--- src/rtl/qs_pkg.sv ---
package qs_pkg;
    localparam int TBL_DEPTH = 4;
    localparam int TBL_AW    = 2;

    typedef enum logic {
        MODE_QAM16 = 1'b0,
        MODE_QPSK  = 1'b1
    } slice_mode_e;

    typedef enum logic {
        VS_IDLE = 1'b0,
        VS_EMIT = 1'b1
    } vstate_e;
endpackage

--- src/rtl/qs_addr_gen.sv ---
module qs_addr_gen
    import qs_pkg::*;
#(
    parameter int DW = 16
) (
    input  logic [DW-1:0]     sample,
    input  logic [DW-1:0]     thresh,
    input  slice_mode_e       mode,
    output logic [TBL_AW-1:0] addr
);
    logic          neg;
    logic [DW-1:0] mag;
    logic          big;

    always_comb begin
        neg = sample[DW-1];
        // unsigned magnitude; the most negative value maps to 2^(DW-1)
        mag = neg ? (~sample + {{(DW-1){1'b0}}, 1'b1}) : sample;
        big = (mag >= thresh);
        unique case (mode)
            MODE_QAM16: addr = {neg, big};
            MODE_QPSK:  addr = {neg, 1'b0};
            default:    addr = {neg, big};
        endcase
    end
endmodule

--- src/rtl/qs_sym_table.sv ---
module qs_sym_table
    import qs_pkg::*;
#(
    parameter int DW   = 16,
    parameter int UNIT = 256
) (
    input  logic              clk,
    input  logic              rst_n,
    input  logic              amp_load,
    input  logic [DW-1:0]     amp_inner,
    input  logic [DW-1:0]     amp_outer,
    input  logic              wr_en,
    input  logic [TBL_AW-1:0] wr_addr,
    input  logic [DW-1:0]     wr_data,
    input  logic [TBL_AW-1:0] rd_addr,
    output logic [DW-1:0]     rd_data
);
    localparam logic [DW-1:0] P1 = DW'(UNIT);
    localparam logic [DW-1:0] P3 = DW'(3 * UNIT);
    localparam logic [DW-1:0] N1 = DW'(-UNIT);
    localparam logic [DW-1:0] N3 = DW'(-3 * UNIT);

    logic [DW-1:0] entry_q [TBL_DEPTH];

    always_ff @(posedge clk) begin
        if (!rst_n) begin
            entry_q[0] <= P1;
            entry_q[1] <= P3;
            entry_q[2] <= N1;
            entry_q[3] <= N3;
        end else if (amp_load) begin
            entry_q[0] <= amp_inner;
            entry_q[1] <= amp_outer;
            entry_q[2] <= ~amp_inner + {{(DW-1){1'b0}}, 1'b1};
            entry_q[3] <= ~amp_outer + {{(DW-1){1'b0}}, 1'b1};
        end else if (wr_en) begin
            entry_q[wr_addr] <= wr_data;
        end
    end

    assign rd_data = entry_q[rd_addr];

    // a lone write lands in the addressed entry
    p_write_lands_r5: assert property (@(posedge clk) disable iff (!rst_n)
        (wr_en && !amp_load) |=> entry_q[$past(wr_addr)] == $past(wr_data));

    // reload places the amplitude and its negation
    p_reload_inner_r6: assert property (@(posedge clk) disable iff (!rst_n)
        amp_load |=> entry_q[0] == $past(amp_inner));
    p_reload_neg_r6: assert property (@(posedge clk) disable iff (!rst_n)
        amp_load |=> (DW'(entry_q[3] + $past(amp_outer)) == {DW{1'b0}}));
endmodule

--- src/rtl/qs_lane.sv ---
module qs_lane
    import qs_pkg::*;
#(
    parameter int DW   = 16,
    parameter int UNIT = 256
) (
    input  logic              clk,
    input  logic              rst_n,
    input  logic              capture,
    input  logic [DW-1:0]     sample,
    input  logic [DW-1:0]     thresh,
    input  slice_mode_e       mode,
    input  logic              amp_load,
    input  logic [DW-1:0]     amp_inner,
    input  logic [DW-1:0]     amp_outer,
    input  logic              wr_en,
    input  logic [TBL_AW-1:0] wr_addr,
    input  logic [DW-1:0]     wr_data,
    output logic [DW-1:0]     sym
);
    logic [TBL_AW-1:0] idx;
    logic [DW-1:0]     entry;
    logic [DW-1:0]     sym_q;

    qs_addr_gen #(.DW(DW)) i_addr (
        .sample (sample),
        .thresh (thresh),
        .mode   (mode),
        .addr   (idx)
    );

    qs_sym_table #(.DW(DW), .UNIT(UNIT)) i_tbl (
        .clk       (clk),
        .rst_n     (rst_n),
        .amp_load  (amp_load),
        .amp_inner (amp_inner),
        .amp_outer (amp_outer),
        .wr_en     (wr_en),
        .wr_addr   (wr_addr),
        .wr_data   (wr_data),
        .rd_addr   (idx),
        .rd_data   (entry)
    );

    always_ff @(posedge clk) begin
        if (!rst_n) begin
            sym_q <= '0;
        end else if (capture) begin
            sym_q <= entry;
        end
    end

    assign sym = sym_q;
endmodule

--- src/rtl/qs_valid_fsm.sv ---
module qs_valid_fsm
    import qs_pkg::*;
(
    input  logic clk,
    input  logic rst_n,
    input  logic in_valid,
    output logic out_valid
);
    vstate_e state_q;
    vstate_e state_d;

    always_comb begin
        unique case (state_q)
            VS_IDLE: state_d = in_valid ? VS_EMIT : VS_IDLE;
            VS_EMIT: state_d = in_valid ? VS_EMIT : VS_IDLE;
            default: state_d = VS_IDLE;
        endcase
    end

    always_ff @(posedge clk) begin
        if (!rst_n) begin
            state_q <= VS_IDLE;
        end else begin
            state_q <= state_d;
        end
    end

    always_comb begin
        unique case (state_q)
            VS_IDLE: out_valid = 1'b0;
            VS_EMIT: out_valid = 1'b1;
            default: out_valid = 1'b0;
        endcase
    end

    // valid follows input valid after exactly one edge
    p_valid_follows_r7: assert property (@(posedge clk) disable iff (!rst_n)
        in_valid |=> out_valid);
    p_valid_drops_r7: assert property (@(posedge clk) disable iff (!rst_n)
        !in_valid |=> !out_valid);
endmodule

--- src/rtl/qam_slicer.sv ---
module qam_slicer
    import qs_pkg::*;
#(
    parameter int LANES = 4,
    parameter int DW    = 16,
    parameter int UNIT  = 256
) (
    input  logic                  clk,
    input  logic                  rst_n,
    input  logic                  in_valid,
    input  logic [LANES*DW-1:0]   in_data,
    input  logic                  mode,
    input  logic [DW-1:0]         thresh,
    input  logic [DW-1:0]         amp_inner,
    input  logic [DW-1:0]         amp_outer,
    input  logic                  amp_load,
    input  logic                  tbl_wr,
    input  logic [1:0]            tbl_addr,
    input  logic [DW-1:0]         tbl_data,
    output logic                  out_valid,
    output logic [LANES*DW-1:0]   out_sym
);
    localparam int SW = LANES * DW;

    slice_mode_e   mode_e;
    logic [DW-1:0] lane_sym [LANES];

    assign mode_e = slice_mode_e'(mode);

    qs_valid_fsm i_vfsm (
        .clk       (clk),
        .rst_n     (rst_n),
        .in_valid  (in_valid),
        .out_valid (out_valid)
    );

    for (genvar l = 0; l < LANES; l++) begin : g_lane
        qs_lane #(.DW(DW), .UNIT(UNIT)) i_lane (
            .clk       (clk),
            .rst_n     (rst_n),
            .capture   (in_valid),
            .sample    (in_data[l*DW +: DW]),
            .thresh    (thresh),
            .mode      (mode_e),
            .amp_load  (amp_load),
            .amp_inner (amp_inner),
            .amp_outer (amp_outer),
            .wr_en     (tbl_wr),
            .wr_addr   (tbl_addr),
            .wr_data   (tbl_data),
            .sym       (lane_sym[l])
        );
    end

    always_comb begin
        out_sym = {SW{1'b0}};
        for (int l = 0; l < LANES; l++) begin
            out_sym[l*DW +: DW] = lane_sym[l];
        end
    end

    // no new samples means the sliced vector holds
    p_hold_idle_r8: assert property (@(posedge clk) disable iff (!rst_n)
        !in_valid |=> $stable(out_sym));
endmodule

--- config.mk ---
export PLATFORM = sky130hd
export DESIGN_NAME = qam_slicer
export DESIGN_NICKNAME = d
export VERILOG_FILES = /design/src/rtl/qs_pkg.sv /design/src/rtl/qs_addr_gen.sv /design/src/rtl/qs_sym_table.sv /design/src/rtl/qs_lane.sv /design/src/rtl/qs_valid_fsm.sv /design/src/rtl/qam_slicer.sv
export SDC_FILE = /design/constraint.sdc
export NUM_CORES = 1
export LEC_CHECK = 0
export BUFFER_PORTS_ARGS = -buffer_cell sky130_fd_sc_hd__buf_2
export CAP_MARGIN = 20
export CORE_ASPECT_RATIO = 2
export CORE_MARGIN = 2
export CORE_UTILIZATION = 42
export CTS_CLUSTER_DIAMETER = 40
export DETAILED_ROUTE_END_ITERATION = 12
export PLACE_DENSITY = 0.71
export SETUP_SLACK_MARGIN = 0.3
export SLEW_MARGIN = 15
export SYNTH_ARGS = -nofsm -noshare
export SYNTH_HDL_FRONTEND = slang
export SYNTH_SLANG_ARGS = --single-unit
--- constraint.sdc ---
create_clock -name clk -period 5.1 [get_ports clk]
set_input_delay 0 -clock clk [delete_from_list [all_inputs] [get_ports clk]]
set_output_delay 0 -clock clk [all_outputs]
set_load 0.02 [all_outputs]
==> impl_metrics.py, run 1 <==
metrics = {
    "min_path": {
        "class_of_the_worst_hold_path": "input port to flop",
    },
    "sta": {
        "timing.slew.headroom_pct": 33.10,
        "period_share_pct": 62.27,
        "timing.final.hold_violations": 0,
        "hold_slack_ns": 0.01005,
        "worst_slew_pin_slew_ns": 1.003,
        "setup_repair_after_global_routing_missed_its_margin": "no",
        "tns_ns": 0,
        "timing.final.setup_violations": 0,
        "finalMaxSlewViolations": 0,
        "fmax_mhz": 314.9,
        "period_minus_slack_ns": 3.176,
        "clock-skew-final_ns": 0.007128,
    },
    "power": {
        "powerDensity_mw_per_mm2": 268.5,
        "p_leak_uw": 0.005637,
        "share_clk_of_total_power_pct": 32.8,
        "power.ir.vdd_worst_mv": 0.2070,
        "swShare_pct": 34.25,
        "p_int_uw": 2441,
        "switching_power_uw": 1272,
        "power.share.sequential_pct": 37.6,
        "power.combinational.fraction_pct": 29.6,
    },
    "route": {
        "route.detailed.wl_per_inst_um": 21.19,
        "firstDrtPassIters": 6,
        "routed-via-count": 12199,
        "drt_iter0_markers": 1138,
        "vias_per_inst": 6.155,
        "drc": 0,
        "routed_wl_mm": 42.00,
        "antenna_violating_nets_post_route": 0,
    },
    "floorplanning": {
        "floorplan.core_area_mm2": 0.02701,
        "fp.dieH_um": 238.6,
        "fp.dieArea_mm2": 0.02894,
        "start_util_pct": 42.78,
        "num_rows": 85,
        "design.portCount": 201,
        "die_width_um": 121.3,
    },
    "final_layout": {
        "num-fill-cells": 2666,
        "layout-area-overhead-vs-synth_pct": 19.64,
        "n_antenna_cell": 0,
        "post_route_cells_drive_above_1_share_pct": 17.01,
        "design.final.nets": 1827,
        "area_occupied_by_multi_input_gates_mm2": 0.007829,
        "seq_area_mm2": 0.003223,
        "finish.instance_area_mm2": 0.01383,
    },
    "clock_network": {
        "tritoncts": "built",
        "post_cts_resize_count": 0,
        "numClockSinks": 129,
        "path_clk_slew_ns": 0.05,
        "cts-buffers-inserted": 17,
        "h-tree-depth": 4,
        "worstSkewPairLatency_ns": 0.43,
        "clk_root_buf": "clkbuf_16",
        "clk_path_buf_depth": 2,
    },
    "worst_setup_path": {
        "critical_path_s_slowest_cell": "nor2b_1",
        "cp.buffers_inverters": 2,
        "endpoint_kind": "flop",
        "cp_data_required_time_ns": 5.40,
        "crit_path_max_fanout": 9,
        "cp_cell_sequence": "buf_2 -> or4_1 -> or4_1 -> o21ai_0 -> xnor2_1 -> ha_1 -> nand4_1 -> nor2_1 -> a2111o_1 -> nor2b_1 -> buf_4 -> o211ai_1",
        "path_delay_family": "simple AND/OR/NAND/NOR gates",
        "crit_type": "input port to flop",
        "cp.arrival_ns": 3.48,
        "critical_path.most_common_cell": "or4_1",
        "critical_path.startpoint_type": "input port",
        "cp_slowest_stage_delay_ns": 0.59,
    },
    "global_routing": {
        "pin_count_of_the_biggest_net_entering_global_routing": 136,
        "via_count_of_the_first_global_routing_pass": 12033,
        "grtUsageTotal_pct": 28.73,
        "grt_first_pass_wirelength_mm": 64.12,
        "grt_antenna_before_repair": 0,
        "grt.overflow.total": 0,
    },
    "placement": {
        "placed_cell_area_mm2": 0.01275,
        "finalWeightedCongestion": 0.9719,
        "buffer_ports.inserted": 200,
        "dp_hpwl_mm": 31.79,
    },
    "yosys": {
        "netlist_instances": 1432,
        "netlist_area_mm2": 0.01156,
        "number_of_enable_type_register_cells_in_the_synthesized_netlist": 64,
        "sequential_area_share_after_synthesis_pct": 27.89,
        "yosys.cell_types.count": 57,
        "synthesis.nets": 1638,
        "async_reset_ff_share_pct": 0,
        "synth_top_flop_cell": "dfxtp_1",
        "ys_seq_elements": 129,
        "syn-mean-instance-area_um2": 8.071,
        "synthesis_warning_total": 0,
    },
    "run": {
        "maxCapViolations": 0,
    },
    "status": {
        "status": "finished clean",
    },
}
## worst paths after layout
path	start	to	slack (ns)	cells after the start
hold / removal	amp_inner[14]	g_lane[1].i_lane.i_tbl.entry_q[0][14]$_DFFE_PP_	0.01	2
setup reg to reg	g_lane[1].i_lane.i_tbl.entry_q[1][14]$_DFFE_PP_	g_lane[0].i_lane.sym[14]$_SDFFE_PN0P_	3.54	5
setup / recovery	in_data[8]	g_lane[0].i_lane.sym[5]$_SDFFE_PN0P_	1.92	12
hold reg to reg	g_lane[1].i_lane.sym[15]$_SDFFE_PN0P_	g_lane[1].i_lane.sym[15]$_SDFFE_PN0P_	0.49	2
## logic make-up (layout without fill, tap and decap cells)
group | after synthesis | after routing | share of synthesized area (%)
XOR/XNOR | 77 | 77 | 5.835
adder cells (fa/ha/maj) | 70 | 70 | 7.578
buffers and inverters | 132 | 334 | 4.439
multiplexers | 79 | 79 | 7.124
AO/OA/AOI/OAI | 486 | 486 | 28.43
flip-flops | 129 | 129 | 27.89
AND/OR/NAND/NOR | 459 | 459 | 18.71
## flip-flops by register name, summed over array words and instances, names as in the netlist
signal                       count
g_lane.i_lane.i_tbl.entry_q     64
g_lane.i_lane.sym               64
i_vfsm.state_q                   1
## stage by stage
step / total power (uW) / cells / util [%] / setup slack, ns
floorplan: 2050 / 1432 / - / 1.764
global placement: 2439 / 1900 / 47.21 / 1.604
detailed placement: 2467 / 1900 / 47.21 / 1.563
CTS: 3702 / 1982 / 51.19 / 1.984
global route: 3879 / 1982 / 51.19 / 1.706
finish: 3713 / 1982 / 51.19 / 1.924
## final cells by class
cell class | instances | share of cell area [%]
Inverter | 35 | 0.9501
Multi-Input combinational cell | 1171 | 56.62
Clock buffer | 24 | 3.339
Tap cell | 348 | 3.149
Timing Repair Buffer | 267 | 11.83
Clock inverter | 8 | 0.8054
Sequential cell | 129 | 23.31
## what timing repair did
item                                   4_1_cts  5_1_grt
buffers inserted                             0        0
endpoints found under the hold margin       63        0
hold buffers                                50        0
## Yosys cell counts, drive strengths merged, types with 4 or more instances
cell / number / area share, %
a2111oi: 4 / 0.30
a211o: 6 / 0.45
a211oi: 7 / 0.45
a21boi: 26 / 1.7
a21o: 19 / 1.2
a21oi: 72 / 3.1
a22o: 29 / 2.2
a22oi: 51 / 3.3
a31oi: 14 / 0.76
and2: 6 / 0.32
buf: 22 / 0.87
clkbuf: 75 / 2.4
dfxtp: 65 / 11
edfxtp: 64 / 17
ha: 70 / 7.6
inv: 35 / 1.1
mux2: 26 / 2.5
mux2i: 53 / 4.6
nand2: 143 / 4.6
nand2b: 30 / 1.6
nand3: 42 / 1.8
nand4: 13 / 0.70
nor2: 137 / 4.4
nor2b: 31 / 1.7
nor3: 14 / 0.70
nor4: 7 / 0.38
nor4b: 4 / 0.30
o2111ai: 38 / 2.9
o211ai: 39 / 2.5
o21a: 7 / 0.45
o21ai: 118 / 5.1
o21bai: 13 / 0.84
o22ai: 4 / 0.22
o31ai: 18 / 1.2
o41ai: 7 / 0.53
or3: 11 / 0.60
or4: 10 / 0.74
xnor2: 61 / 4.6
xor2: 16 / 1.2
## metal layers
metal	track usage (%)	share of wire, %
met3	4.723	6.2
met2	52.67	52
met4	19.92	7.0
met5	0	0
met1	28.93	35
## cell usage in the layout (no fill, tap or decap), types with 42 or more instances in the layout
cell type	count
nor2_1	137
nand3_1	42
a22oi_1	51
mux2i_1	53
ha_1	70
a21oi_1	72
nand2_1	143
edfxtp_1	64
dlygate4sd3_1	50
buf_2	199
dfxtp_1	65
o21ai_0	118
xnor2_1	61
## power groups by stage
stage,Sequential (uW),Combinational (uW),Clock (uW)
after floorplan,1430,616,0
after global placement,1410,1030,0
after detailed placement,1410,1060,0
after CTS,1390,1090,1220
after global routing,1410,1200,1260
final,1400,1100,1220
(Power assumes the default switching activity.)
==> run 2: changes to the inputs <==
Clock period 5.1 ns to 2.95 ns, I/O delays scaled along.
==> run 2 against run 1 <==
Against the previous run:
- power is 81% higher
- highest routed layer unchanged
- final cell count is 2.8% higher
- register-to-register slack worse by 2.2 ns
- critical path depth is 5 higher
==> impl_metrics.py, run 2 (synthesis gave the netlist of run 1 again) <==
metrics = {
    "min_path": {
        "min-delay-start": "amp_inner[4]",
        "timing.hold.worst_path_depth": 3,
        "class_of_the_worst_hold_path": "input port to flop",
        "min_delay_worst_endpoint": "g_lane[3].i_lane.i_tbl.entry_q[2][4]$_DFFE_PP_",
    },
    "power": {
        "swShare_pct": 33.70,
        "switching_power_uw": 2260,
        "powerDensity_mw_per_mm2": 453.6,
        "power.combinational.fraction_pct": 31.2,
        "power.ir.vdd_worst_mv": 0.3949,
        "share_clk_of_total_power_pct": 33.0,
        "p_leak_uw": 0.006111,
        "p_int_uw": 4446,
        "power.share.sequential_pct": 35.8,
    },
    "worst_setup_path": {
        "cp_data_required_time_ns": 3.31,
        "cp_slowest_stage_delay_ns": 0.36,
        "reg2reg_from": "g_lane[1].i_lane.i_tbl.entry_q[1][15]$_DFFE_PP_",
        "cp_cell_sequence": "buf_8 -> inv_4 -> ha_4 -> nand2_2 -> or3_4 -> or2_4 -> o41ai_4 -> xnor2_1 -> ha_1 -> nand4_1 -> nor2_2 -> a221oi_2 -> nor3b_4 -> buf_12 -> clkbuf_16 -> mux2_4 -> a31oi_1",
        "cp.buffers_inverters": 4,
        "crit-reg2reg-capture": "g_lane[1].i_lane.sym[15]$_SDFFE_PN0P_",
        "crit_path_max_fanout": 8,
        "reg2reg_depth": 5,
        "crit_type": "input port to flop",
        "endpoint_kind": "flop",
        "slack_of_the_worst_reg_to_reg_path_ns": 1.32,
        "critical_path_s_slowest_cell": "or3_4",
        "path_delay_family": "simple AND/OR/NAND/NOR gates",
        "critical_path.startpoint_type": "input port",
        "cp.arrival_ns": 3.19,
    },
    "final_layout": {
        "num-fill-cells": 2583,
        "design.final.nets": 1880,
        "most-common-layout-cells": "buf_2 (196), nand2_1 (142), nor2_1 (133)",
        "layout.core_utilization_pct": 54.72,
        "post_route_cells_drive_above_1_share_pct": 22.29,
        "commonest_non_fill_non_tap_cell_in_the_layout": "buf_2",
        "layout-area-overhead-vs-synth_pct": 27.90,
    },
    "clock_network": {
        "numClockSinks": 129,
        "path_clk_slew_ns": 0.05,
        "cts-buffers-inserted": 17,
        "tritoncts": "built",
        "clk_root_buf": "clkbuf_16",
        "h-tree-depth": 4,
        "worstSkewPairLatency_ns": 0.43,
        "clk_path_buf_depth": 2,
    },
    "placement": {
        "dp_hpwl_mm": 31.53,
        "buffer_ports.inserted": 200,
        "place_ws_ns": -0.2119,
        "finalWeightedCongestion": 0.9542,
    },
    "route": {
        "firstDrtPassIters": 6,
        "routed_wl_mm": 42.44,
        "drc": 0,
        "drt_iter0_markers": 1261,
        "m1WireLength_mm": 14.56,
        "antenna_violating_nets_post_route": 0,
        "routed-wl-met2_mm": 21.68,
        "route.detailed.wl_per_inst_um": 20.82,
        "routed-via-count": 12396,
        "top_signal_layer_used": "met4",
        "route.met3.wl_mm": 2.791,
        "vias_per_inst": 6.082,
    },
    "sta": {
        "clock-skew-final_ns": 0.006489,
        "period_share_pct": 95.94,
        "hold_slack_ns": 0.01962,
        "period_minus_slack_ns": 2.830,
        "fmax_mhz": 353.3,
        "worst_slew_pin_slew_ns": 0.8787,
        "final.setup.worst_slack_ns": 0.1197,
        "setup_repair_after_global_routing_missed_its_margin": "yes",
        "timing.final.hold_violations": 0,
        "timing.final.setup_violations": 0,
        "timing.slew.headroom_pct": 41.42,
        "finalMaxSlewViolations": 0,
    },
    "floorplanning": {
        "design.portCount": 201,
        "floorplan.core_area_mm2": 0.02701,
        "die_width_um": 121.3,
        "start_util_pct": 42.78,
        "fp.dieArea_mm2": 0.02894,
        "fp.dieH_um": 238.6,
        "num_rows": 85,
    },
    "run": {
        "maxCapViolations": 0,
    },
    "global_routing": {
        "via_count_of_the_first_global_routing_pass": 11957,
        "grt_first_pass_wirelength_mm": 62.99,
        "pin_count_of_the_biggest_net_entering_global_routing": 113,
        "grt.overflow.total": 0,
        "grt_antenna_before_repair": 3,
        "grtUsageTotal_pct": 27.96,
    },
    "status": {
        "status": "finished clean",
    },
}
-- run 2: power by group through the flow --
stage	Combinational, uW	Clock [uW]	Sequential [uW]
finish	2090	2210	2400
global route	2280	2300	2420
CTS	1960	2230	2390
detailed placement	1900	0	2420
global placement	1860	0	2410
floorplan	1080	0	2480
-- run 2: worst max-delay path by stage --
stage                                                        to        start  slack [ns]  cells after the start
after floorplan           g_lane[2].i_lane.sym[10]$_SDFFE_PN0P_  in_data[41]        0.05                     12
after global placement     g_lane[2].i_lane.sym[1]$_SDFFE_PN0P_  in_data[41]       -0.17                     12
after detailed placement   g_lane[2].i_lane.sym[0]$_SDFFE_PN0P_  in_data[32]       -0.21                     16
after CTS                  g_lane[2].i_lane.sym[0]$_SDFFE_PN0P_  in_data[32]        0.23                     16
after global routing       g_lane[2].i_lane.sym[4]$_SDFFE_PN0P_  in_data[33]      -0.004                     17
final                     g_lane[2].i_lane.sym[13]$_SDFFE_PN0P_  in_data[33]        0.12                     17
-- run 2: worst min-delay path: stages --
cell and delay, ns:
buf_2 0.12, xnor2_1 0.07, o21ai_0 0.14
-- run 2: cell type report --
| type | count | area, um2 | area share, % |
|---|---|---|---|
| sequential | 129 | 3223 | 21.80 |
| inverter | 35 | 136.4 | 0.9226 |
| clock inverter | 7 | 135.1 | 0.9142 |
| tap | 348 | 435.4 | 2.946 |
| antenna | 3 | 7.507 | 0.05079 |
| multi-input combinational | 1171 | 8192 | 55.42 |
| timing repair buffer | 320 | 2187 | 14.80 |
| clock buffer | 25 | 465.4 | 3.149 |
-- run 2: timing repair --
item | CTS | global route
endpoints found under the hold margin | 64 | 0
setup buffers | 0 | 7
setup endpoints to repair | 18 | 64
cloned | 0 | 3
hold buffers | 52 | 0
resized for setup | 1 | 70
pin swaps | 0 | 37
-- run 2: per-layer routing --
layer,global-route usage [%],up-vias
met2,49.68,602
met4,20.97,0
met1,28.64,5778
met5,0,-
met3,4.986,176
li1,-,5840
-- run 2: metrics by stage --
stage	TNS (ns)	area [um2]	total power, uW	std cells
final	0	14780	6705	2038
after global routing	-0.004035	14780	7002	2038
after CTS	0	14310	6578	2025
after detailed placement	-7.012	13180	4322	1941
after global placement	-3.288	13180	4270	1941
after floorplan	0	11650	3561	1432
==> run 3: changes to the inputs <==
Settings changed: BUFFER_PORTS_ARGS -buffer_cell sky130_fd_sc_hd__buf_2 to -buffer_cell sky130_fd_sc_hd__clkbuf_2.
==> run 3 against run 2 <==
Against the previous run:
- sequential power about the same
- first-iteration DRC count decreased by 12%
- non-clock buffer count increased by 8
- final area decreased by 0.52%
- die area unchanged
- clock skew increased by 0.00088 ns
- clock power increased by 5%
- setup slack improved by 0.036 ns
- final cell count increased by 0.25%
- sequential share of layout area increased by 0.12 points
- flip-flop and latch count unchanged
==> impl_metrics.py, run 3 (synthesis gave the netlist of run 1 again) <==
metrics = {
    "clock_network": {
        "numClockSinks": 129,
        "clk_path_buf_depth": 2,
        "path_clk_slew_ns": 0.06,
        "h-tree-depth": 4,
        "worstSkewPairLatency_ns": 0.44,
        "cts-buffers-inserted": 17,
        "tritoncts": "built",
        "clk_root_buf": "clkbuf_16",
    },
    "status": {
        "status": "finished clean",
    },
    "sta": {
        "period_share_pct": 94.72,
        "timing.final.hold_violations": 0,
        "period_minus_slack_ns": 2.794,
        "worst_slew_pin_slew_ns": 0.7932,
        "timing.final.setup_violations": 0,
        "fmax_mhz": 357.9,
        "clock-skew-final_ns": 0.007371,
        "final.setup.worst_slack_ns": 0.1556,
        "timing.slew.headroom_pct": 46.99,
        "finalMaxSlewViolations": 0,
        "setup_repair_after_global_routing_missed_its_margin": "yes",
    },
    "global_routing": {
        "grtUsageTotal_pct": 27.74,
        "via_count_of_the_first_global_routing_pass": 12029,
        "pin_count_of_the_biggest_net_entering_global_routing": 150,
        "grt.overflow.total": 0,
        "grt_first_pass_wirelength_mm": 62.64,
        "grt_antenna_before_repair": 1,
    },
    "route": {
        "antenna_violating_nets_post_route": 0,
        "vias_per_inst": 6.045,
        "route.detailed.wl_per_inst_um": 20.34,
        "routed_wl_mm": 41.55,
        "drc": 0,
        "firstDrtPassIters": 7,
        "drt_iter0_markers": 1113,
        "routed-via-count": 12350,
    },
    "floorplanning": {
        "design.portCount": 201,
        "fp.dieH_um": 238.6,
        "die_width_um": 121.3,
        "start_util_pct": 42.78,
        "fp.dieArea_mm2": 0.02894,
        "floorplan.core_area_mm2": 0.02701,
        "num_rows": 85,
    },
    "final_layout": {
        "commonest_non_fill_non_tap_cell_in_the_layout": "clkbuf_2",
        "post_layout_nonfiller_instances": 2043,
        "post_route_cells_drive_above_1_share_pct": 21.90,
        "layout-area-overhead-vs-synth_pct": 27.23,
        "seq_area_mm2": 0.003223,
        "design.final.nets": 1888,
        "most-common-layout-cells": "clkbuf_2 (198), nand2_1 (143), nor2_1 (134)",
        "num-fill-cells": 2511,
        "area_occupied_by_multi_input_gates_mm2": 0.008060,
    },
    "worst_setup_path": {
        "path_delay_family": "compound AO/OA/AOI/OAI gates",
        "critical_path_s_slowest_cell": "or4_4",
        "slack_of_the_worst_reg_to_reg_path_ns": 1.37,
        "crit_type": "input port to flop",
        "cp_cell_sequence": "buf_6 -> or4_4 -> buf_4 -> o41ai_2 -> xnor2_1 -> ha_1 -> a21o_1 -> a21o_1 -> a221oi_2 -> nor3b_4 -> buf_6 -> clkbuf_16 -> mux2_4 -> a31oi_1",
        "reg2reg_from": "g_lane[1].i_lane.i_tbl.entry_q[1][15]$_DFFE_PP_",
        "cp.arrival_ns": 3.16,
        "endpoint_kind": "flop",
        "cp_data_required_time_ns": 3.32,
        "critical_path.startpoint_type": "input port",
        "cp_slowest_stage_delay_ns": 0.56,
        "crit-reg2reg-capture": "g_lane[1].i_lane.sym[15]$_SDFFE_PN0P_",
        "reg2reg_depth": 5,
        "crit_path_max_fanout": 8,
        "cp.buffers_inverters": 4,
    },
    "placement": {
        "dp_hpwl_mm": 31.52,
        "number_of_cells_after_detailed_placement": 1950,
        "place_ws_ns": -0.2186,
        "buffer_ports.inserted": 200,
        "finalWeightedCongestion": 0.9570,
    },
    "power": {
        "p_leak_uw": 0.006096,
        "power.ir.vdd_worst_mv": 0.3535,
        "totalPowerFinal_uw": 6773,
        "powerDensity_mw_per_mm2": 460.6,
    },
    "min_path": {
        "min-delay-start": "amp_inner[0]",
        "min_delay_worst_endpoint": "g_lane[3].i_lane.i_tbl.entry_q[2][0]$_DFFE_PP_",
        "class_of_the_worst_hold_path": "input port to flop",
        "timing.hold.worst_path_depth": 3,
    },
    "run": {
        "maxCapViolations": 0,
    },
}
-- run 3: timing repair --
action,CTS,global route
setup buffers,1,4
endpoints found under the setup margin,13,64
gates cloned,0,2
endpoints found under the hold margin,63,0
hold buffers,54,0
resized for setup,1,36
pin swaps,0,9
-- run 3: layout make-up --
| type | count | area share, % |
|---|---|---|
| flip-flops and latches | 129 | 21.92 |
| clock inverters | 13 | 1.438 |
| clock buffers | 18 | 2.919 |
| well taps | 348 | 2.961 |
| multi-input cells | 1171 | 54.82 |
| inverters | 35 | 0.8935 |
| repair buffers | 328 | 15.04 |
| diodes | 1 | 0.01702 |
-- run 3: metal layers --
| metal | vias to the layer above | part of all wire (%) | global-route usage [%] |
|---|---|---|---|
| li1 | 5864 | - | - |
| met1 | 5749 | 35 | 27.42 |
| met2 | 572 | 52 | 51.24 |
| met3 | 165 | 6.4 | 5.296 |
| met4 | 0 | 6.9 | 18.60 |
| met5 | - | 0 | 0 |
-- run 3: where the power goes --
part / internal, uW / switching (uW) / leakage [uW] / total (uW)
Sequential: 2120 / 289 / 0.00121 / 2400
Clock: 1490 / 830 / 0.000300 / 2330
Combinational: 875 / 1170 / 0.00459 / 2040
Total: 4480 / 2290 / 0.00610 / 6770
-- run 3: worst reg2reg max path: stages, from the launching register on --
cell and delay [ns]:
edfxtp_1 0.47, nor2_1 0.32, nor2_1 0.08, or3_1 0.34
mux2i_1 0.18, nor2_1 0.07
-- run 3: worst max path at each step --
stage | startpoint | to | slack, ns | cells past startpoint
6_report | in_data[41] | g_lane[2].i_lane.sym[7]$_SDFFE_PN0P_ | 0.16 | 14
2_1_floorplan | in_data[41] | g_lane[2].i_lane.sym[10]$_SDFFE_PN0P_ | 0.05 | 12
3_5_place_dp | in_data[36] | g_lane[2].i_lane.sym[11]$_SDFFE_PN0P_ | -0.22 | 14
3_3_place_gp | in_data[36] | g_lane[2].i_lane.sym[1]$_SDFFE_PN0P_ | -0.18 | 14
4_1_cts | in_data[41] | g_lane[2].i_lane.sym[11]$_SDFFE_PN0P_ | 0.22 | 12
5_1_grt | in_data[41] | g_lane[2].i_lane.sym[2]$_SDFFE_PN0P_ | 0.03 | 14
-- run 3: per-stage QoR --
stage	setup TNS (ns)	hold WS, ns	area, um2	utilization (%)
after CTS	0	0.004351	14450	53.47
after detailed placement	-3.658	0.3231	13250	49.05
after global routing	0	0.02957	14700	54.43
final	0	0.01130	14700	54.43
after global placement	-2.483	0.3262	13250	49.05
after floorplan	0	0.1871	11650	-
